--- src/rtl/spi_io_expander_pkg.sv ---
package spi_io_expander_pkg;
  localparam int unsigned PORT_W = 16;

  function automatic logic [PORT_W-1:0] push_lsb(input logic [PORT_W-1:0] sr, input logic b);
    return {sr[PORT_W-2:0], b};
  endfunction

  function automatic logic [PORT_W-1:0] drop_msb(input logic [PORT_W-1:0] sr);
    return {sr[PORT_W-2:0], 1'b0};
  endfunction
endpackage

--- src/rtl/sig_sync.sv ---
module sig_sync #(
  parameter int unsigned W      = 4,
  parameter int unsigned STAGES = 2
) (
  input  logic         clk,
  input  logic         rst_n,
  input  logic [W-1:0] d,
  output logic [W-1:0] q
);
  logic [W-1:0] stg [STAGES];

  always_ff @(posedge clk or negedge rst_n) begin
    if (!rst_n) begin
      for (int i = 0; i < STAGES; i++) stg[i] <= '0;
    end else begin
      stg[0] <= d;
      for (int i = 1; i < STAGES; i++) stg[i] <= stg[i-1];
    end
  end

  assign q = stg[STAGES-1];
endmodule

--- src/rtl/rise_detect.sv ---
module rise_detect (
  input  logic clk,
  input  logic rst_n,
  input  logic lvl,
  output logic rise
);
  logic prev;

  always_ff @(posedge clk or negedge rst_n) begin
    if (!rst_n) prev <= 1'b0;
    else        prev <= lvl;
  end

  assign rise = lvl & ~prev;

  // an edge pulse lasts a single cycle
  assert_single_pulse_R7: assert property (@(posedge clk) disable iff (!rst_n)
    rise |=> !rise);
endmodule

--- src/rtl/capture_shifter.sv ---
module capture_shifter
  import spi_io_expander_pkg::*;
(
  input  logic              clk,
  input  logic              rst_n,
  input  logic              step,
  input  logic              load,
  input  logic [PORT_W-1:0] par,
  output logic              sout
);
  logic [PORT_W-1:0] cap_sr;

  always_ff @(posedge clk or negedge rst_n) begin
    if (!rst_n)             cap_sr <= '0;
    else if (step && load)  cap_sr <= par;
    else if (step)          cap_sr <= drop_msb(cap_sr);
  end

  assign sout = cap_sr[PORT_W-1];

  assert_load_R2: assert property (@(posedge clk) disable iff (!rst_n)
    (step && load) |=> (sout == $past(par[PORT_W-1])));
  assert_load_wins_R4: assert property (@(posedge clk) disable iff (!rst_n)
    (step && load) |=> (cap_sr == $past(par)));
  assert_shift_R3: assert property (@(posedge clk) disable iff (!rst_n)
    (step && !load) |=> (sout == $past(cap_sr[PORT_W-2])));
  assert_idle_hold_R3: assert property (@(posedge clk) disable iff (!rst_n)
    !step |=> $stable(cap_sr));
endmodule

--- src/rtl/latch_shifter.sv ---
module latch_shifter
  import spi_io_expander_pkg::*;
(
  input  logic              clk,
  input  logic              rst_n,
  input  logic              step,
  input  logic              sin,
  input  logic              xfer,
  output logic [PORT_W-1:0] pout
);
  logic [PORT_W-1:0] in_sr;

  always_ff @(posedge clk or negedge rst_n) begin
    if (!rst_n)    in_sr <= '0;
    else if (step) in_sr <= push_lsb(in_sr, sin);
  end

  always_ff @(posedge clk or negedge rst_n) begin
    if (!rst_n)    pout <= '0;
    else if (xfer) pout <= in_sr;
  end

  assert_sample_R5: assert property (@(posedge clk) disable iff (!rst_n)
    step |=> (in_sr[0] == $past(sin)));
  assert_hold_R6: assert property (@(posedge clk) disable iff (!rst_n)
    !xfer |=> $stable(pout));
  assert_xfer_R7: assert property (@(posedge clk) disable iff (!rst_n)
    xfer |=> (pout == $past(in_sr)));
endmodule

--- src/rtl/spi_io_expander.sv ---
module spi_io_expander
  import spi_io_expander_pkg::*;
#(
  parameter int unsigned SYNC_STAGES = 2
) (
  input  logic              clk,
  input  logic              rst_n,
  input  logic              sclk,
  input  logic              ld,
  input  logic              sdi,
  input  logic              le,
  input  logic [PORT_W-1:0] pin_in,
  output logic              sdo,
  output logic [PORT_W-1:0] pout
);
  localparam int unsigned BUS_W = 4;

  logic [BUS_W-1:0] raw_bus, sync_bus;
  logic sclk_s, ld_s, sdi_s, le_s;
  logic sclk_rise, le_rise;

  assign raw_bus = {sclk, ld, sdi, le};

  sig_sync #(.W(BUS_W), .STAGES(SYNC_STAGES)) sync_i (
    .clk(clk), .rst_n(rst_n), .d(raw_bus), .q(sync_bus)
  );

  assign {sclk_s, ld_s, sdi_s, le_s} = sync_bus;

  rise_detect sclk_edge_i (.clk(clk), .rst_n(rst_n), .lvl(sclk_s), .rise(sclk_rise));
  rise_detect le_edge_i   (.clk(clk), .rst_n(rst_n), .lvl(le_s),   .rise(le_rise));

  capture_shifter cap_i (
    .clk(clk), .rst_n(rst_n), .step(sclk_rise), .load(ld_s),
    .par(pin_in), .sout(sdo)
  );

  latch_shifter lat_i (
    .clk(clk), .rst_n(rst_n), .step(sclk_rise), .sin(sdi_s),
    .xfer(le_rise), .pout(pout)
  );

  // outputs leave reset at zero
  assert_reset_R1: assert property (@(posedge clk)
    $rose(rst_n) |-> (sdo == 1'b0 && pout == '0));
endmodule

--- config.mk ---
export PLATFORM = sky130hd
export DESIGN_NAME = spi_io_expander
export DESIGN_NICKNAME = d
export VERILOG_FILES = /design/src/rtl/spi_io_expander_pkg.sv /design/src/rtl/sig_sync.sv /design/src/rtl/rise_detect.sv /design/src/rtl/capture_shifter.sv /design/src/rtl/latch_shifter.sv /design/src/rtl/spi_io_expander.sv
export SDC_FILE = /design/constraint.sdc
export NUM_CORES = 1
export LEC_CHECK = 0
export BUFFER_PORTS_ARGS = -buffer_cell sky130_fd_sc_hd__buf_2
export CAP_MARGIN = 20
export CORE_MARGIN = 5
export CORE_UTILIZATION = 55
export CTS_CLUSTER_DIAMETER = 80
export CTS_CLUSTER_SIZE = 14
export DETAILED_ROUTE_END_ITERATION = 12
export GPL_TIMING_DRIVEN = 1
export PLACE_DENSITY = 0.78
export SETUP_SLACK_MARGIN = 0.4
export SYNTH_ARGS = -nofsm -noshare
export SYNTH_HDL_FRONTEND = slang
export SYNTH_HIERARCHICAL = 1
export SYNTH_SLANG_ARGS = --single-unit
--- constraint.sdc ---
create_clock -name clk -period 1.71 [get_ports clk]
set_input_delay 0.171 -clock clk [delete_from_list [all_inputs] [get_ports clk]]
set_output_delay 0.171 -clock clk [all_outputs]
set_load 0.01 [all_outputs]
== After elaboration in Yosys (flattened, before gate mapping) ==
Index checks and enable logic that the tools add are counted.

* Reductions and logical operators: 2
* Multiplexer cells: 2
* Bitwise operators: 4

{| class="wikitable"
|+ Operator list
! kind !! count
|-
| $mux W16 || 2
|-
| $and A1 B1 Y1 || 2
|-
| $not A1 Y1 || 2
|-
| $reduce_bool A2 Y1 || 1
|-
| $logic_and A1 B1 Y1 || 1
|}

* Bits in registers: 58
* Output and inout port bits: 17
* Input port bits: 22
* Word-level logic and storage cells: 15

== Longest topological paths before layout ==
Gate-level depths: netlist of the first run.

* Depth in word-level cells: 4
* Gate-level depth with buffers: 5
* Mapped depth without buffers: 3

== By module ==
The synthesis of the first run kept the hierarchy.

{| class="wikitable"
|+ Modules (own cells, without submodules)
! module !! cells an instance !! area each (µm²) !! seq. area each (µm²) !! instances
|-
| latch_shifter || 68 || 1,298.7 || 800.8 || 1
|-
| capture_shifter || 69 || 742.0 || 400.4 || 1
|-
| sig_sync || 12 || 230.2 || 200.2 || 1
|-
| rise_detect || 2 || 38.8 || 25.0 || 2
|}

== Least setup slack after synthesis of the first run ==
OpenSTA, ideal clock, no wires.

* Kind: register to register
* From: register sync_i.stg (netlist bit sync_i/q[3])
* To: register lat_i.in_sr[10]
* Stages on the path, launching flop included: 6
* Setup slack: 447 ps
* Data required time: 1,585 ps
* Library setup time: 125 ps
* Period minus slack after synthesis: 1,263 ps
* Buffers on the path: 3
* Arrival time: 1,137 ps
* Cells stage by stage: dfrtp_1 buf_4 nor2b_4 buf_6 buf_12 mux2_4

* Cells in the longest elaborated chain, start to end: 1

{| class="wikitable"
|+ RTL lines
! item !! line !! text
|-
| from (decl) || sig_sync.sv:10 || <nowiki>logic [W-1:0] stg [STAGES];</nowiki>
|-
| $and A1 B1 Y1 || rise_detect.sv:14 || <nowiki>assign rise = lvl & ~prev;</nowiki>
|-
| via sclk_rise || spi_io_expander.sv:20 || <nowiki>logic sclk_rise, le_rise;</nowiki>
|-
| to (signal assigned) || latch_shifter.sv:15 || <nowiki>else if (step) in_sr <= push_lsb(in_sr, sin);</nowiki>
|-
| to (decl) || latch_shifter.sv:11 || <nowiki>logic [PORT_W-1:0] in_sr;</nowiki>
|}

The timed path passes the listed nets, and every way through them passes these cells.
A chain may end at the register's enable or synchronous reset.

== Worst setup path in the final report of the first run ==
* From: register le_edge_i.prev
* To: register lat_i.pout[0]

* Cells in the longest elaborated chain, start to end: 2

{| class="wikitable"
|+ RTL lines
! item !! line !! text
|-
| from (decl) || rise_detect.sv:7 || <nowiki>logic prev;</nowiki>
|-
| from (signal assigned) || rise_detect.sv:11 || <nowiki>else prev <= lvl;</nowiki>
|-
| $not A1 Y1 || rise_detect.sv:14 ||
|-
| $and A1 B1 Y1 || rise_detect.sv:14 ||
|-
| via le_rise || spi_io_expander.sv:20 ||
|-
| to (signal assigned) || latch_shifter.sv:20 || <nowiki>else if (xfer) pout <= in_sr;</nowiki>
|-
| to (decl) || latch_shifter.sv:9 || <nowiki>output logic [PORT_W-1:0] pout</nowiki>
|}

The timed path passes the listed nets, and every way through them passes these cells.

==> impl_metrics.yaml, run 1 <==
detailed_routing:
  routedWlPerCell_um: 14.7
  drt_pass1_iterations: 4
  drt_iter0_markers: 73
  vias: 1300
  drc: 0
  routed_wl_um: 3740
  drtAntennaViolNets: 0
  viasPerCell: 5.10
floorplan:
  die_x_um: 75.3
  initial_core_util_pct: 57.9
  die_h_um: 75.3
  num_rows: 23
  dieArea_um2: 5680
  core_um2: 4060
  ioPinCount: 39
cts:
  cts_buffers: 9
  clkTransAtPathRegs_ps: 60
  cts_root_buf: "clkbuf_8"
  cts_tree: "yes"
  cts_sinks: 58
  cts_buffer_depth: 2
  clk_latency_ps: 320
  ctsHtreeMaxLevel: 3
worst_hold_path:
  hold_start: "pin_in[0]"
  hold_class: "input port to flop"
placement:
  dp_hpwl_um: 2570
  place.gp.congestion: 0.693
  placed_area_um2: 2510
  portBuffers: 38
layout:
  fill_cells: 288
  area_growth_pct: 16.8
  final_common_cell: "dfrtp_1"
  antennaDiodeCount: 0
  layout-drive-gt1-share_pct: 44.9
  fin_area_um2: 2740
  nNetsFinal: 222
  layout_common_cells: "58 x dfrtp_1, 38 x buf_2, 20 x mux2_4"
global_route:
  grt_usage_pct: 15.1
  grt_pass1_wl_um: 6170
  antenna_found_initial: 0
  grt_pass1_vias: 1346
  grt_max_degree: 33
  overflow: 0
sta:
  rsz0062_at_grt: "false"
  finalClockSkew_ps: 8.08
  setup_violations: 0
  finalMaxSlewViolations: 0
  period_needed_ps: 1270
  worstMarginPinSlew_ps: 476
  hold_viol_final: 0
  maxSlewHeadroom_pct: 68.2
  final.setup.tns_ps: 0
  fmax_mhz: 791
  fin_crit_sh_pct: 74.0
worst_setup_path:
  endpoint_kind: "flop"
  critical_path_class: "flop to flop"
  crit_required_ps: 1920
  start_kind: "flop"
  r2r_setup_slack_ps: 440
  regToRegStartpoint: "le_edge_i/prev$_DFF_PN0_"
  path_max_fanout: 16
  crit_arrival_ps: 1470
  startpoint: "le_edge_i/prev$_DFF_PN0_"
pwr:
  ir_drop_mv: 0.728
  powerDensity_nw_per_um2: 1470
  p_leak_uw: 0.00136
  power_uw: 4030
synth:
  yosysUniqueCellTypes: 14
  ys_ff_latch: 58
  ys_seq_area_share_pct: 61.8
  syn-cell-area_um2: 2350
  postSynthAreaPerCell_um2: 15.3
  yosysWarningCount: 6
  synth_cells: 153
  syn-num-nets: 175
status:
  status: "finished, final reports clean"
job:
  maxCapViolations: 0
## synth_stat cells
master	instances	area share [%]
nand3_1	1	0.21
buf_6	3	1.4
o21ai_0	1	0.21
buf_2	3	0.64
mux2_4	20	13
buf_12	3	2.6
dfrtp_1	58	62
a21oi_1	15	3.2
buf_4	4	1.3
nor2_1	15	2.4
inv_1	1	0.16
mux2_2	12	5.8
nor2b_4	2	1.2
mux2i_1	15	6.4
## through the flow
step / utilization, % / hold WS [ps] / setup slack, ps / cells
floorplan: - / -125 / 447 / 153
global placement: 61.8 / 145 / 480 / 234
detailed placement: 61.8 / 164 / 452 / 234
CTS: 67.5 / 74.0 / 440 / 255
global route: 67.6 / 106 / 402 / 255
finish: 67.6 / 93.2 / 445 / 255
## area by class of cell
class / count / area [um2] / share of cell area, %
clock buffer: 14 / 173 / 6.29
clock inverter: 2 / 10.0 / 0.365
sequential: 58 / 1450 / 52.9
tap: 50 / 62.6 / 2.28
timing repair buffer: 49 / 289 / 10.5
inverter: 1 / 3.75 / 0.137
multi-input combinational: 81 / 754 / 27.5
## timing repair
item | in CTS | in global routing
setup buffers | 0 | 0
endpoints found under the setup margin | 0 | 2
endpoints found under the hold margin | 25 | 0
hold buffers | 5 | 0
resized for setup | 0 | 1
## power by group
group / switching (uW) / internal [uW] / total (uW)
Combinational: 335 / 562 / 898
Clock: 482 / 640 / 1120
Sequential: 252 / 1760 / 2010
## state kept, by name (all words and copies together) (netlist names)
register	flops
lat_i/pout	16
cap_i/cap_sr	16
le_edge_i/prev	1
sclk_edge_i/prev	1
sync_i/stg	4
sync_i/q	4
lat_i/in_sr	16
## cells by family after synthesis
group                  count (synthesis)  share of synthesized area (%)
AND/OR/NAND/NOR                       18                           3.78
AO/OA/AOI/OAI                         16                           3.41
multiplexers                          47                           24.9
flip-flops                            58                           61.8
buffers and inverters                 14                           6.07
## worst paths after layout
kind,endpoint,depth (start not counted)
worst max-delay path,lat_i/pout[0]$_DFFE_PN0P_,3
worst min-delay path,cap_i/cap_sr[0]$_DFFE_PN0P_,3
worst max register to register,lat_i/pout[0]$_DFFE_PN0P_,3
worst min register to register,sync_i/q[3]$_DFF_PN0_,0
max in group asynchronous,lat_i/pout[12]$_DFFE_PN0P_,3
min in group asynchronous,lat_i/pout[3]$_DFFE_PN0P_,2
## worst max-delay path, cell delays in order, from the launching register on
cell and delay, ps:
dfrtp_1 400, nor2b_4 100, buf_4 270, mux2_2 370
## layer usage
metal	routed length [um]	part of all wire [%]	global-route usage, %
met2	1820	49	23.8
met4	80	2.1	7.57
met3	211	5.6	5.67
met1	1630	44	18.2
met5	0	0	0
Note: power is estimated with default switching activity, not from simulation.
==> run 2, diff against run 1 <==
- ABC_AREA: not set -> 1
- clock period: 1.71 -> 1.3 ns (I/O delays scaled with it)
==> run 2 against run 1 <==
Against the previous run:
- largest power group unchanged
- cell area up 20%
- critical path depth rose by 3
- combinational power about the same
- utilization rose by 8.1 points
==> impl_metrics.yaml, run 2 <==
status:
  status: "finished, final reports clean"
sta:
  period_needed_ps: 1080
  rsz0062_at_grt: "true"
  finalClockSkew_ps: 4.25
  setup_ws_ps: 215
  worstMarginPinSlew_ps: 317
  fin_crit_sh_pct: 83.4
  hold_viol_final: 0
  hold_slack_ps: 58.0
  setup_violations: 0
  final.setup.tns_ps: 0
  maxSlewHeadroom_pct: 78.9
  fmax_mhz: 922
  finalMaxSlewViolations: 0
placement:
  place.gp.congestion: 0.771
  dp_slack_ps: 228
  place_inst: 365
  portBuffers: 38
  dp_hpwl_um: 2890
worst_setup_path:
  regToRegStartpoint: "sync_i/q[3]$_DFF_PN0_"
  reg2regPathDepth: 6
  r2r_setup_slack_ps: 220
  slowest_delay_ps: 360
  endpoint_kind: "flop"
  crit_family: "flip-flops"
  start_kind: "flop"
  slowest_stage: "dfrtp_1"
  r2r-end: "cap_i/cap_sr[7]$_DFFE_PN0P_"
  crit_required_ps: 1560
  path_buf_inv: 3
  crit_arrival_ps: 1340
  path_cells: "inv_2, nor2_4, buf_12, buf_8, nand3_2, nand2_2"
  path_max_fanout: 6
  critical_path_class: "flop to flop"
layout:
  reg_top3: "cap_i/cap_sr: 16 flops, lat_i/in_sr: 16 flops, lat_i/pout: 16 flops"
  multi_input_area_um2: 873
  seqCellArea_um2: 1450
  layout_common_cells: "106 x nand2_1, 58 x dfrtp_1, 44 x nand2_2, 36 x buf_2, 30 x inv_1"
  final_common_cell: "nand2_1"
  area_growth_pct: 34.5
  antennaDiodeCount: 0
  final_cells: 408
  fill_cells: 301
  layout-drive-gt1-share_pct: 39.9
  nNetsFinal: 376
synth:
  postSynthAreaPerCell_um2: 8.60
  syn-num-nets: 307
  syn-cell-area_um2: 2450
  synth_cells: 285
  yosys.area.top_type: "dfrtp_1"
  ys_ff_latch: 58
  synth_edf_count: 0
  synthArstFlopShare_pct: 100
  synthDominantCellAreaShare_pct: 59.2
  synth_most_common_cell: "nand2_1"
  synth_commonest_cells: "150 x nand2_1, 58 x dfrtp_1, 32 x inv_1"
  synth_area_leaders: "dfrtp_1 59%, nand2_1 23%, inv_1 4.9%"
  synth_flop_cell: "dfrtp_1"
  yosysWarningCount: 6
  yosysUniqueCellTypes: 14
  ys_seq_area_share_pct: 59.2
detailed_routing:
  drtAntennaViolNets: 0
  drc: 0
  vias: 1947
  drt_iter0_markers: 77
  routedWlPerCell_um: 12.7
  routed_wl_um: 5170
  viasPerCell: 4.77
  drt_pass1_iterations: 4
global_route:
  grt_max_degree: 59
  grt_pass1_vias: 1934
  overflow: 0
  grt_pass1_wl_um: 8410
  grt_usage_pct: 17.7
  antenna_found_initial: 0
pwr:
  clkPwrFrac_pct: 28.2
  comb_power_share_pct: 20.1
  power.share.sequential_pct: 51.7
  p_sw_share_pct: 28.8
  p_sw_uw: 1280
  p_leak_uw: 0.00194
  ir_drop_mv: 0.990
  p_int_uw: 3180
  powerDensity_nw_per_um2: 1350
floorplan:
  die_h_um: 76.8
  core_um2: 4350
  initial_core_util_pct: 56.3
  num_rows: 24
  ioPinCount: 39
  die_x_um: 76.8
  dieArea_um2: 5890
worst_hold_path:
  holdPathEnd: "cap_i/cap_sr[0]$_DFFE_PN0P_"
  hold_class: "input port to flop"
  hold_start: "pin_in[0]"
  hold_path_depth: 3
cts:
  cts_buffer_depth: 2
  cts_sinks: 58
  cts_root_buf: "clkbuf_8"
  cts_tree: "yes"
  ctsHtreeMaxLevel: 3
  cts_buffers: 9
  clk_latency_ps: 320
  clkTransAtPathRegs_ps: 60
job:
  maxCapViolations: 0
-- run 2: cell types whose count changed after synthesis, moves of 12 or more --
cell     delta
nand2_1   +150
inv_1      +31
mux2_4     -20
a21oi_1    -15
mux2i_1    -15
nand3_1    +15
nor2_1     -15
mux2_2     -12
-- run 2: tightest hold or removal path, stage by stage --
cell and delay (ps):
buf_2 100, nand3_2 50, o21ai_1 50
-- run 2: cell families (layout without fill, tap and decap cells) --
| family | after synthesis | in the layout | synth area share, % |
|---|---|---|---|
| simple gates | 174 | 174 | 28.3 |
| flops | 58 | 58 | 59.2 |
| compound gates | 1 | 1 | 0.204 |
| buf+inv | 52 | 123 | 12.3 |
-- run 2: power by group through the flow --
| stage | Combinational, uW | Clock, uW | Sequential, uW |
|---|---|---|---|
| 2_1_floorplan | 383 | 0 | 2290 |
| 5_1_grt | 1010 | 1370 | 2340 |
| 3_3_place_gp | 615 | 0 | 2270 |
| 4_1_cts | 770 | 1300 | 2260 |
| 3_5_place_dp | 634 | 0 | 2280 |
| 6_report | 898 | 1260 | 2310 |
-- run 2: worst max path at each step --
stage / start / endpoint / depth (start not counted)
5_1_grt: sync_i/q[3]$_DFF_PN0_ / cap_i/cap_sr[0]$_DFFE_PN0P_ / 6
3_5_place_dp: sync_i/q[3]$_DFF_PN0_ / cap_i/cap_sr[7]$_DFFE_PN0P_ / 6
3_3_place_gp: sync_i/q[3]$_DFF_PN0_ / cap_i/cap_sr[3]$_DFFE_PN0P_ / 6
6_report: sync_i/q[3]$_DFF_PN0_ / cap_i/cap_sr[7]$_DFFE_PN0P_ / 6
2_1_floorplan: sync_i/q[3]$_DFF_PN0_ / cap_i/cap_sr[10]$_DFFE_PN0P_ / 8
4_1_cts: sclk_edge_i/prev$_DFF_PN0_ / cap_i/cap_sr[3]$_DFFE_PN0P_ / 5
-- run 2: layer usage --
layer  global-route usage, %  wire length, um  share of wire, %
met1                    20.9             2150                42
met2                    29.8             2710                52
met3                    4.92              212               4.1
met4                    8.22               93               1.8
met5                       0                0                 0
-- run 2: cell type report --
cell class | count | area share, %
Sequential cell | 58 | 44.0
Multi-Input combinational cell | 175 | 26.5
Tap cell | 52 | 1.97
Timing Repair inverter | 1 | 0.190
Clock buffer | 12 | 4.10
Inverter | 36 | 4.86
Clock inverter | 1 | 0.152
Timing Repair Buffer | 73 | 18.2
-- run 2: what timing repair did --
action | in CTS | in global routing
resized for setup | 20 | 59
endpoints found under the setup margin | 65 | 65
endpoints found under the hold margin | 62 | 0
cloned | 1 | 1
pin swaps | 16 | 32
setup buffers | 16 | 7
hold buffers | 5 | 0
-- run 2: stage by stage --
step / utilization (%) / total power, uW / area (um2)
CTS: 70.3 / 4330 / 3060
global placement: 60.7 / 2890 / 2640
finish: 75.7 / 4460 / 3300
detailed placement: 60.7 / 2910 / 2640
floorplan: - / 2670 / 2480
global route: 75.7 / 4710 / 3300
